==> src/rtl/mm_pkg.sv <==
package mm_pkg;
    typedef enum logic [1:0] {
        MD_REG = 2'b00,
        MD_IMM = 2'b01,
        MD_IND = 2'b10,
        MD_IDX = 2'b11
    } mode_e;

    typedef enum logic [2:0] {
        CL_ILL,
        CL_TRI,
        CL_DUO,
        CL_LD,
        CL_ST,
        CL_JMP
    } class_e;

    typedef struct packed {
        logic        valid;
        mode_e       mode;
        logic [7:0]  src_reg;
        logic [15:0] operand;
        logic [7:0]  aux_reg;
        logic [7:0]  dst_reg;
        logic        wr_dst;
        logic        post_inc;
        logic        long_idx;
        logic [2:0]  length;
        logic        is_jump;
        logic [15:0] jmp_target;
        logic        illegal;
    } dec_t;
endpackage

==> src/rtl/mm_class_dec.sv <==
module mm_class_dec
    import mm_pkg::*;
(
    input  logic [7:0] opcode,
    output class_e     cls,
    output logic       byte_sz,
    output logic [1:0] reg_bytes
);
    always_comb begin
        byte_sz = opcode[4];
        case (opcode[7:5])
            3'b010:  cls = CL_TRI;
            3'b011:  cls = CL_DUO;
            3'b100:  cls = CL_LD;
            3'b101:  cls = (opcode[1:0] == MD_IMM) ? CL_ILL : CL_ST;
            3'b111:  cls = opcode[4] ? CL_ILL : CL_JMP;
            default: cls = CL_ILL;
        endcase
        case (cls)
            CL_TRI:                reg_bytes = 2'd2;
            CL_DUO, CL_LD, CL_ST:  reg_bytes = 2'd1;
            default:               reg_bytes = 2'd0;
        endcase
    end
endmodule

==> src/rtl/mm_field_dec.sv <==
module mm_field_dec
    import mm_pkg::*;
(
    input  mode_e       mode,
    input  logic        byte_sz,
    input  logic [7:0]  b1,
    input  logic [7:0]  b2,
    input  logic [7:0]  b3,
    output logic [7:0]  src_reg,
    output logic [15:0] operand,
    output logic [1:0]  mm_len,
    output logic        post_inc,
    output logic        long_idx
);
    always_comb begin
        src_reg  = 8'h00;
        operand  = 16'h0000;
        mm_len   = 2'd1;
        post_inc = 1'b0;
        long_idx = 1'b0;
        case (mode)
            MD_REG: src_reg = b1;
            MD_IMM: begin
                if (byte_sz) begin
                    operand = {8'h00, b1};
                end else begin
                    operand = {b2, b1};
                    mm_len  = 2'd2;
                end
            end
            MD_IND: begin
                src_reg  = {b1[7:1], 1'b0};
                post_inc = b1[0];
            end
            default: begin
                src_reg  = {b1[7:1], 1'b0};
                long_idx = b1[0];
                if (b1[0]) begin
                    operand = {b3, b2};
                    mm_len  = 2'd3;
                end else begin
                    operand = {{8{b2[7]}}, b2};
                    mm_len  = 2'd2;
                end
            end
        endcase
    end
endmodule

==> src/rtl/mm_operand_decoder.sv <==
module mm_operand_decoder
    import mm_pkg::*;
#(
    parameter int WIN_BYTES = 6,
    parameter int AW        = 16,
    localparam int WW = WIN_BYTES * 8,
    localparam int CW = $clog2(WIN_BYTES + 1)
) (
    input  logic          clk,
    input  logic          rst_n,
    input  logic [WW-1:0] win,
    input  logic [CW-1:0] win_cnt,
    input  logic [AW-1:0] pc,
    output logic          out_valid,
    output logic [1:0]    mode,
    output logic [7:0]    src_reg,
    output logic [15:0]   operand,
    output logic [7:0]    aux_reg,
    output logic [7:0]    dst_reg,
    output logic          wr_dst,
    output logic          post_inc,
    output logic          long_idx,
    output logic [2:0]    length,
    output logic          is_jump,
    output logic [AW-1:0] jmp_target,
    output logic          illegal
);
    logic [7:0] bytes [WIN_BYTES];
    for (genvar g = 0; g < WIN_BYTES; g++) begin : g_split
        assign bytes[g] = win[8*g +: 8];
    end

    class_e      cls;
    logic        byte_sz;
    logic [1:0]  reg_bytes;
    logic [7:0]  f_src;
    logic [15:0] f_opd;
    logic [1:0]  mm_len;
    logic        f_pinc, f_long;

    mm_class_dec u_cls (
        .opcode    (bytes[0]),
        .cls       (cls),
        .byte_sz   (byte_sz),
        .reg_bytes (reg_bytes)
    );

    mm_field_dec u_fld (
        .mode     (mode_e'(bytes[0][1:0])),
        .byte_sz  (byte_sz),
        .b1       (bytes[1]),
        .b2       (bytes[2]),
        .b3       (bytes[3]),
        .src_reg  (f_src),
        .operand  (f_opd),
        .mm_len   (mm_len),
        .post_inc (f_pinc),
        .long_idx (f_long)
    );

    dec_t dec_d, dec_q;
    logic [7:0]  tail0, tail1;
    logic [AW-1:0] tgt_d;

    always_comb begin
        tail0 = 8'h00;
        tail1 = 8'h00;
        for (int i = 0; i < WIN_BYTES; i++) begin
            if (i == 1 + int'(mm_len)) tail0 = bytes[i];
            if (i == 2 + int'(mm_len)) tail1 = bytes[i];
        end
        tgt_d = pc + AW'(2) + {{(AW-8){bytes[1][7]}}, bytes[1]};

        dec_d = '0;
        case (cls)
            CL_ILL: begin
                dec_d.illegal = 1'b1;
                dec_d.length  = 3'd1;
            end
            CL_JMP: begin
                dec_d.is_jump    = 1'b1;
                dec_d.length     = 3'd2;
                dec_d.jmp_target = 16'(tgt_d);
            end
            default: begin
                dec_d.mode     = mode_e'(bytes[0][1:0]);
                dec_d.src_reg  = f_src;
                dec_d.operand  = f_opd;
                dec_d.post_inc = f_pinc;
                dec_d.long_idx = f_long;
                dec_d.length   = 3'd1 + 3'(mm_len) + 3'(reg_bytes);
                if (cls == CL_TRI) begin
                    dec_d.aux_reg = tail0;
                    dec_d.dst_reg = tail1;
                end else if (cls == CL_ST) begin
                    dec_d.aux_reg = tail0;
                end else begin
                    dec_d.dst_reg = tail0;
                end
                dec_d.wr_dst = (cls != CL_ST) && (dec_d.dst_reg != 8'h00);
            end
        endcase
        dec_d.valid = (32'(win_cnt) >= 32'(dec_d.length));
        if (!dec_d.valid) dec_d = '0;
    end

    always_ff @(posedge clk) begin
        if (!rst_n) dec_q <= '0;
        else        dec_q <= dec_d;
    end

    assign out_valid  = dec_q.valid;
    assign mode       = dec_q.mode;
    assign src_reg    = dec_q.src_reg;
    assign operand    = dec_q.operand;
    assign aux_reg    = dec_q.aux_reg;
    assign dst_reg    = dec_q.dst_reg;
    assign wr_dst     = dec_q.wr_dst;
    assign post_inc   = dec_q.post_inc;
    assign long_idx   = dec_q.long_idx;
    assign length     = dec_q.length;
    assign is_jump    = dec_q.is_jump;
    assign jmp_target = AW'(dec_q.jmp_target);
    assign illegal    = dec_q.illegal;

    AST_POSTINC_IND: assert property (@(posedge clk) disable iff (!rst_n)
        post_inc |-> (mode == MD_IND));
    AST_LONG_IDX: assert property (@(posedge clk) disable iff (!rst_n)
        long_idx |-> (mode == MD_IDX && length >= 3'd5));
    AST_PTR_EVEN: assert property (@(posedge clk) disable iff (!rst_n)
        (out_valid && mode[1]) |-> !src_reg[0]);
    AST_NO_R0_WRITE: assert property (@(posedge clk) disable iff (!rst_n)
        wr_dst |-> (dst_reg != 8'h00));
    AST_ENOUGH_BYTES: assert property (@(posedge clk) disable iff (!rst_n)
        $rose(out_valid) |-> (32'($past(win_cnt)) >= 32'(length)));
    AST_ILLEGAL_LEN: assert property (@(posedge clk) disable iff (!rst_n)
        illegal |-> (length == 3'd1 && !wr_dst && !is_jump));
endmodule

==> config.mk <==
export PLATFORM = sky130hd
export DESIGN_NAME = mm_operand_decoder
export DESIGN_NICKNAME = d
export VERILOG_FILES = /design/src/rtl/mm_pkg.sv /design/src/rtl/mm_class_dec.sv /design/src/rtl/mm_field_dec.sv /design/src/rtl/mm_operand_decoder.sv
export SDC_FILE = /design/constraint.sdc
export NUM_CORES = 1
export LEC_CHECK = 0
export BUFFER_PORTS_ARGS = -buffer_cell sky130_fd_sc_hd__buf_4
export CAP_MARGIN = 20
export CORE_MARGIN = 5
export CORE_UTILIZATION = 25
export CTS_CLUSTER_SIZE = 16
export DETAILED_ROUTE_END_ITERATION = 12
export GPL_TIMING_DRIVEN = 0
export PLACE_DENSITY = 0.46
export REMOVE_ABC_BUFFERS = 1
export SYNTH_ARGS = -nofsm -noshare
export SYNTH_HDL_FRONTEND = slang
export SYNTH_SLANG_ARGS = --single-unit
==> constraint.sdc <==
create_clock -name clk -period 6.7 [get_ports clk]
set_input_delay 0 -clock clk [delete_from_list [all_inputs] [get_ports clk]]
set_output_delay 0 -clock clk [all_outputs]
set_load 0.05 [all_outputs]
==> results.toml, run 1 <==
[run_status]
outcome = "complete, no violations"

[drt]
num_vias = 3373
drc = 0
routed_wl_um = 11400
ant_nets = 0
viasPerCell = 4.80
firstDrtPassIters = 6
initialDrtViolationCount = 295
routedWlPerCell_um = 16.3

[worst_setup_path]
critical_path.startpoint = "win[0]"
crit_fanout = 15
crit_type = "in -> reg"
crit_end = "jmp_target[1]"
cp-start-kind = "input port"
required_ns = 6.93
cp-end-kind = "flip-flop"
arrival_ns = 4.76

[floorplanning]
die_h_um = 127
die_area_sq_um = 16100
die_w_um = 127
initial_utilization = 0.257
io-pin-count = 136
num_rows = 42
core_area_sq_um = 13300

[cts]
cts_setup_buffers = 0
cts_tree = "done"
cts.root.buffer_cell = "clkbuf_16"
cts.clk_slew.worst_paths_ns = 0.06
cts_sinks = 67
holdBufCountCts = 26
h-tree-depth = 3
ctsResizeCount = 0
cts.path.max_buffers = 2
cts_made_buffers = 9

[logic_synthesis]
synth.yosys.warnings = 0
synth_edf_count = 0
yosysTopAreaCellShare = 0.392
synthDistinctLibCells = 48
synthArstFlopShare = 0
avgSynthCellArea_sq_um = 9.36
yosysTopAreaCell = "dfxtp_1"
yosysSeqAreaShare = 0.392
synth-seq-cells = 67
synth.area.top_cells = "dfxtp_1 (39%), ha_1 (12%), mux2i_1 (4.4%)"
synthFlopType = "dfxtp_1"
syn_inst = 366
synthesis.area_sq_um = 3420

[place]
dp_hpwl_um = 8820
post_dp_cell_area_sq_um = 4570
place.gp.congestion = 0.799
dp_slack_ns = 2.14
port_buffers = 133
place_inst = 661

[finish]
syn2layout_area_growth_pct = 50.3
nets = 626
fin_area_sq_um = 5150
fin_cells = 703
layout-drive-gt1-share = 0.292
n_antenna_cell = 0
n_fill_cell = 1375

[timing]
slew_headroom = 0.518
rsz0062_at_grt = "no"
maxSlewViolCount = 0
fmax_mhz = 221
tns_ns = 0
finalHoldViolCount = 0
tightest_slew_ns = 0.721
setup_viol = 0
period_needed_ns = 4.53
final.setup.worst_slack_ns = 2.17
period_share = 0.677

[run]
maxCapViolCount = 0

[min_path]
hold_path.class = "in -> reg"
hold_depth = 3

[pwr]
p_per_area_nw_per_um2 = 231
vdd_drop_max_mv = 0.0954
power.leakage_nw = 2.50

[grt]
grt_pass1_vias = 3366
antenna_found_initial = 0
grt_usage = 0.141
grt_pass1_wl_um = 17700
grt_overflow_total = 0
grt_max_degree = 33
==> placed cells by master (no fill, tap or decap), drive strengths merged, types with 8 or more instances in the layout <==
master	Yosys	layout
clkbuf	5	12
and3	18	18
a222oi	8	8
ha	33	33
inv	17	17
mux2i	15	15
dlygate4sd3	0	26
a21oi	20	20
dfxtp	67	67
a21o	13	13
xnor2	8	8
nand2	21	21
nor2	40	40
buf	9	133
a22oi	8	8
o21ai	13	13
==> power by group <==
group | switching, mW | total (mW) | internal [mW]
Combinational | 0.159 | 0.281 | 0.122
Sequential | 0.00328 | 0.413 | 0.410
Clock | 0.176 | 0.493 | 0.317
==> worst min-delay path by stage <==
stage                        from          to  slack [ns]
after floorplan            win[0]    post_inc        0.08
after global placement    win[10]  src_reg[2]        0.26
after detailed placement  win[10]  src_reg[2]        0.26
after CTS                 win[25]  operand[9]       0.004
after global routing      win[15]  src_reg[7]        0.03
final                     win[25]  operand[9]        0.02
==> synth_stat cells (3+ instances only) <==
| library cell | n |
|---|---|
| buf_2 | 7 |
| nor3_1 | 3 |
| nand2_1 | 21 |
| a22oi_1 | 8 |
| o21a_1 | 4 |
| and2_1 | 6 |
| or3_1 | 3 |
| mux2i_1 | 15 |
| a2bb2oi_1 | 5 |
| xnor2_1 | 8 |
| a21oi_1 | 19 |
| a32o_1 | 5 |
| a21o_1 | 13 |
| o31a_1 | 3 |
| o21ai_0 | 10 |
| a222oi_1 | 8 |
| nor2b_1 | 5 |
| a32oi_1 | 3 |
| nand3_1 | 3 |
| inv_1 | 16 |
| nand2b_1 | 7 |
| nor2_1 | 40 |
| clkbuf_1 | 5 |
| ha_1 | 33 |
| xor2_1 | 3 |
| and3_1 | 18 |
| dfxtp_1 | 67 |
==> kinds of logic (layout without fill, tap and decap cells) <==
family          Yosys count  in the layout  share of synthesized area
compound gates           93             93                      0.201
flops                    67             67                      0.392
simple gates            113            113                      0.163
fa+ha+maj                35             35                      0.132
mux                      15             15                     0.0438
buf+inv                  32            193                     0.0398
xor+xnor                 11             11                     0.0281
==> worst max-delay path, cell delays in order <==
cell	delay, ns
dlygate4sd3_1	0.53
buf_4	0.22
nand2b_1	0.32
o21ai_1	0.46
nor2_1	0.07
a21oi_1	0.14
ha_1	0.15
inv_1	0.04
fa_1	0.43
inv_1	0.09
nor2_1	0.04
o21ai_0	0.13
o31a_1	0.19
ha_1	0.24
a21oi_1	0.12
nor2b_1	0.05
o21ai_0	0.30
clkinv_1	0.31
nand3_1	0.59
inv_1	0.13
and2_1	0.19
==> layout make-up <==
| cell class | instances | area, sq um | area share |
|---|---|---|---|
| multi-input combinational | 267 | 1950 | 0.378 |
| tap | 176 | 220 | 0.0428 |
| clock buffer | 12 | 267 | 0.0518 |
| clock inverter | 4 | 47.5 | 0.00923 |
| timing repair buffer | 159 | 1260 | 0.244 |
| inverter | 18 | 67.6 | 0.0131 |
| sequential | 67 | 1340 | 0.261 |
==> stage by stage <==
stage | hold slack, ns | utilization | power (mW)
2_1_floorplan | 0.0779 | - | 0.591
3_3_place_gp | 0.259 | 0.343 | 0.687
3_5_place_dp | 0.256 | 0.343 | 0.691
4_1_cts | 0.00401 | 0.386 | 1.20
5_1_grt | 0.0315 | 0.386 | 1.25
6_report | 0.0247 | 0.386 | 1.19
==> routing by layer <==
layer | part of all wire | track usage
met1 | 0.43 | 0.176
met2 | 0.47 | 0.224
met3 | 0.079 | 0.0409
met4 | 0.022 | 0.0669
met5 | 0 | 0
No activity file was read; power rests on OpenSTA's default activity.
==> run 2: changes to the inputs <==
ABC_AREA = 1   (was unset)
PLACE_DENSITY = 0.47   (was 0.46)
clock period = 3.6 ns   (was 6.7 ns; I/O delays follow)
==> results.toml, run 2 <==
[floorplanning]
initial_utilization = 0.257
io-pin-count = 136
die_area_sq_um = 16900
core_area_sq_um = 14000
die_h_um = 130
die_w_um = 130
num_rows = 43

[logic_synthesis]
synthDistinctLibCells = 43
yosysMostFrequentCell = "nand2_1"
synth.area.top_cells = "dfxtp_1 (37%), nand2_1 (12%), ha_1 (11%)"
yosysTopAreaCellShare = 0.373
synthTopCellsByCount = "nand2_1 (118), dfxtp_1 (67), a21oi_1 (51), ha_1 (33)"
synthFlopType = "dfxtp_1"
syn_inst = 447
avgSynthCellArea_sq_um = 8.04
synthArstFlopShare = 0
yosysTopAreaCell = "dfxtp_1"
yosysSeqAreaShare = 0.373
synthesis.area_sq_um = 3590
synth_edf_count = 0
synth.yosys.warnings = 0
synth-seq-cells = 67

[finish]
syn2layout_area_growth_pct = 48.7
nets = 714
final_util = 0.382
fin_area_sq_um = 5350
n_antenna_cell = 0
fin_cells = 795
final_cell_mix = "buf_4 (134), nand2_1 (117), dfxtp_1 (67)"
n_fill_cell = 1447
layout.cells.most_common = "buf_4"
layout-drive-gt1-share = 0.294

[pwr]
internal-power_mw = 1.47
p_seq_frac = 0.364
switching_share = 0.309
pwr-share-clk = 0.385
power.leakage_nw = 2.54
pwr-share-comb = 0.251
p_per_area_nw_per_um2 = 398
p_sw_mw = 0.657
vdd_drop_max_mv = 0.200

[cts]
cts.root.buffer_cell = "clkbuf_16"
cts.clk_slew.worst_paths_ns = 0.06
h-tree-depth = 3
cts_made_buffers = 9
cts_tree = "done"
cts.path.max_buffers = 2
cts_sinks = 67

[drt]
routedWlPerCell_um = 14.3
firstDrtPassIters = 4
routed_wl_um = 11400
initialDrtViolationCount = 166
num_vias = 3579
drc = 0
ant_nets = 0
viasPerCell = 4.50

[worst_setup_path]
crit_chain = "buf_4, inv_1, nand3_1, nand2_4, ha_1, inv_1, fa_1, a21oi_1, ha_1, nand2_1, o211ai_1, nand2_1, inv_1, nand2_8, nor4_1, dlygate4sd3_1"
path_common_cell = "inv_1"
crit_family = "buffers and inverters"
path_depth = 16
cp-end-kind = "flip-flop"
critPathSlowestCell = "dlygate4sd3_1"
critical_path.startpoint = "win[8]"
crit_fanout = 38
crit_type = "in -> reg"
cp-start-kind = "input port"
arrival_ns = 3.47
critPathBufInv = 5
cpPeakStageDelay_ns = 0.60
required_ns = 3.87

[grt]
grt_max_degree = 39
grt_pass1_wl_um = 17800
grt_overflow_total = 0
grt_usage = 0.136
grt_pass1_vias = 3621
antenna_found_initial = 0

[timing]
tightest_slew_ns = 0.559
rsz0062_at_grt = "no"
period_needed_ns = 3.20
period_share = 0.889
maxSlewViolCount = 0
finalHoldViolCount = 0
tns_ns = 0
setup_viol = 0
slew_headroom = 0.627
fmax_mhz = 313
hold_ws_ns = 0.00824

[run]
maxCapViolCount = 0

[run_status]
outcome = "complete, no violations"

[place]
place.gp.congestion = 0.813
dp_hpwl_um = 8650
port_buffers = 133
place_inst = 749
post_dp_cell_area_sq_um = 4740

[min_path]
hold_start = "win[28]"
hold_depth = 3
hold_path.class = "in -> reg"
## run 2: power by group through the flow
stage | clock (mW) | sequential [mW] | combinational (mW)
after floorplan | 0 | 0.875 | 0.242
after global placement | 0 | 0.790 | 0.505
after detailed placement | 0 | 0.790 | 0.509
after CTS | 0.854 | 0.774 | 0.535
after global routing | 0.885 | 0.776 | 0.596
final | 0.818 | 0.774 | 0.534
## run 2: metal layers
layer	GRT usage	vias to the layer above	part of all wire
met5	0	-	0
met4	0.0581	0	0.021
met3	0.0332	18	0.076
met2	0.211	110	0.44
met1	0.179	1621	0.46
li1	-	1830	-
## run 2: logic make-up after synthesis
| family | synth area share |
|---|---|
| xor+xnor | 0.00975 |
| fa+ha+maj | 0.126 |
| compound gates | 0.174 |
| simple gates | 0.258 |
| buf+inv | 0.0595 |
| flops | 0.373 |
## run 2: final cells by class
| cell class | count | area, sq um | area share |
|---|---|---|---|
| clock buffer | 14 | 264 | 0.0494 |
| tap | 180 | 225 | 0.0421 |
| inverter | 36 | 135 | 0.0253 |
| sequential | 67 | 1340 | 0.251 |
| clock inverter | 2 | 10.0 | 0.00187 |
| timing repair buffer | 163 | 1300 | 0.243 |
| multi-input combinational | 333 | 2070 | 0.388 |
## run 2: timing repair
| action | 4_1_cts | 5_1_grt |
|---|---|---|
| setup buffers | 0 | 1 |
| endpoints found under the hold margin | 27 | 0 |
| gates resized for setup | 3 | 3 |
| pin swaps | 0 | 1 |
| hold buffers | 29 | 0 |
| setup endpoints to repair | 9 | 15 |
## run 2: path summary, 6_finish.rpt
check | endpoint | slack (ns)
hold / removal | operand[12] | 0.008
setup / recovery | post_inc | 0.40
## run 2: stage by stage
stage                     power [mW]  setup WS (ns)
after floorplan                 1.12        -0.0932
after detailed placement        1.30         -0.869
after global placement          1.30          -1.39
final                           2.13          0.400
after CTS                       2.16         0.0955
after global routing            2.26         0.0189
==> run 3: changes to the inputs <==
BUFFER_PORTS_ARGS = -buffer_cell sky130_fd_sc_hd__buf_2   (was -buffer_cell sky130_fd_sc_hd__buf_4)
CTS_BUF_LIST = sky130_fd_sc_hd__clkbuf_8   (was unset)
PLACE_DENSITY = 0.45   (was 0.47)
clock period = 3.92 ns   (was 3.6 ns; I/O delays follow)
==> results.toml, run 3 (synthesis gave the netlist of run 2 again) <==
[floorplanning]
die_h_um = 130
die_area_sq_um = 16900
die_w_um = 130
initial_utilization = 0.257
io-pin-count = 136
core_area_sq_um = 14000
num_rows = 43

[timing]
tightest_slew_ns = 0.809
period_share = 0.901
fmax_mhz = 283
rsz0062_at_grt = "no"
period_needed_ns = 3.53
finalHoldViolCount = 0
slew_headroom = 0.460
maxSlewViolCount = 0
setup_viol = 0

[place]
place.gp.congestion = 0.780
place_inst = 749
post_dp_cell_area_sq_um = 4410
port_buffers = 133
dp_hpwl_um = 8540

[finish]
fin_area_sq_um = 5080
nets = 730
fin_cells = 811
syn2layout_area_growth_pct = 41.3
layout-drive-gt1-share = 0.290
regArea_sq_um = 1340
multiInputGateArea_sq_um = 2050
final_cell_mix = "buf_2 (133), nand2_1 (117), dfxtp_1 (67)"
n_antenna_cell = 0
n_fill_cell = 1505
layout.cells.most_common = "buf_2"
final_util = 0.363

[drt]
ant_nets = 0
routedWlPerCell_um = 14.0
initialDrtViolationCount = 153
firstDrtPassIters = 6
drc = 0
routed_wl_um = 11400
num_vias = 3608
viasPerCell = 4.45

[run]
maxCapViolCount = 0

[grt]
grt_pass1_vias = 3761
grt_usage = 0.137
grt_pass1_wl_um = 18200
grt_overflow_total = 0
antenna_found_initial = 0
grt_max_degree = 39

[worst_setup_path]
crit_chain = "buf_2, inv_2, nor2_4, nor2_2, nand2_2, inv_2, a211oi_1, ha_1, inv_1, fa_1, a21oi_1, ha_1, nand2_1, o211ai_1, nand2_1, inv_1, nand2_4, nor4_1, dlygate4sd3_1"
required_ns = 4.22
cpPeakStageDelay_ns = 0.57
critPathSlowestCell = "dlygate4sd3_1"
cp-end-kind = "flip-flop"
crit_type = "in -> reg"
cp-start-kind = "input port"
arrival_ns = 3.84
crit_fanout = 38

[cts]
cts.root.buffer_cell = "clkbuf_8"
cts.path.max_buffers = 2
cts_made_buffers = 9
cts_setup_buffers = 0
cts_sinks = 67
h-tree-depth = 3
cts.clk_slew.worst_paths_ns = 0.07
cts_tree = "done"

[min_path]
hold_depth = 3
holdPathEnd = "operand[7]"
hold_start = "win[15]"
hold_path.class = "in -> reg"

[pwr]
power.leakage_nw = 2.51
vdd_drop_max_mv = 0.170
p_per_area_nw_per_um2 = 350

[run_status]
outcome = "complete, no violations"
## run 3: worst max path at each step
stage                      start         end
after CTS                 win[0]  aux_reg[7]
final                     win[0]    post_inc
after floorplan           win[0]  aux_reg[0]
after global routing      win[0]    post_inc
after detailed placement  win[0]  aux_reg[7]
after global placement    win[0]  aux_reg[2]
## run 3: stage by stage
stage | power, mW | worst slack, ns | setup TNS, ns | hold slack (ns)
finish | 1.78 | 0.386 | 0 | 0.0295
global route | 1.90 | 0.0604 | 0 | 0.0216
CTS | 1.82 | 0.102 | 0 | 0.0106
detailed placement | 1.16 | -0.672 | -5.81 | 0.262
global placement | 1.16 | -1.16 | -26.65 | 0.250
floorplan | 1.03 | 0.227 | 0 | 0.0781
## run 3: layout make-up
cell class / instances / share of cell area
Timing Repair Buffer: 179 / 0.222
Clock buffer: 9 / 0.0244
Sequential cell: 67 / 0.264
Clock inverter: 7 / 0.0150
Inverter: 36 / 0.0266
Tap cell: 180 / 0.0443
Multi-Input combinational cell: 333 / 0.404
## run 3: layer usage
metal / vias up / GRT usage / routed length [um]
li1: 1858 / - / -
met4: 0 / 0.0422 / 147
met1: 1620 / 0.180 / 5370
met3: 13 / 0.0360 / 803
met2: 117 / 0.220 / 5050
met5: - / 0 / 0
## run 3: repair_timing
item / 4_1_cts / 5_1_grt
setup endpoints to repair: 8 / 16
hold endpoints to repair: 41 / 0
pin swaps: 0 / 0
hold buffers: 46 / 0
resized for setup: 2 / 1
## run 3: critical path: cells and delay by family
kind | cells | cell delay [ns]
and+or+nand+nor | 7 | 1.33
buffers and inverters | 6 | 1.08
adders and majority gates | 3 | 0.98
AOI/OAI and AO/OA | 3 | 0.44
## run 3: power breakdown
| group | internal [mW] | leakage, nW | total, mW | switching [mW] |
|---|---|---|---|---|
| Sequential | 0.702 | 0.543 | 0.708 | 0.00538 |
| Clock | 0.298 | 0.0962 | 0.603 | 0.306 |
| Combinational | 0.162 | 1.87 | 0.469 | 0.307 |
| Total | 1.16 | 2.51 | 1.78 | 0.618 |
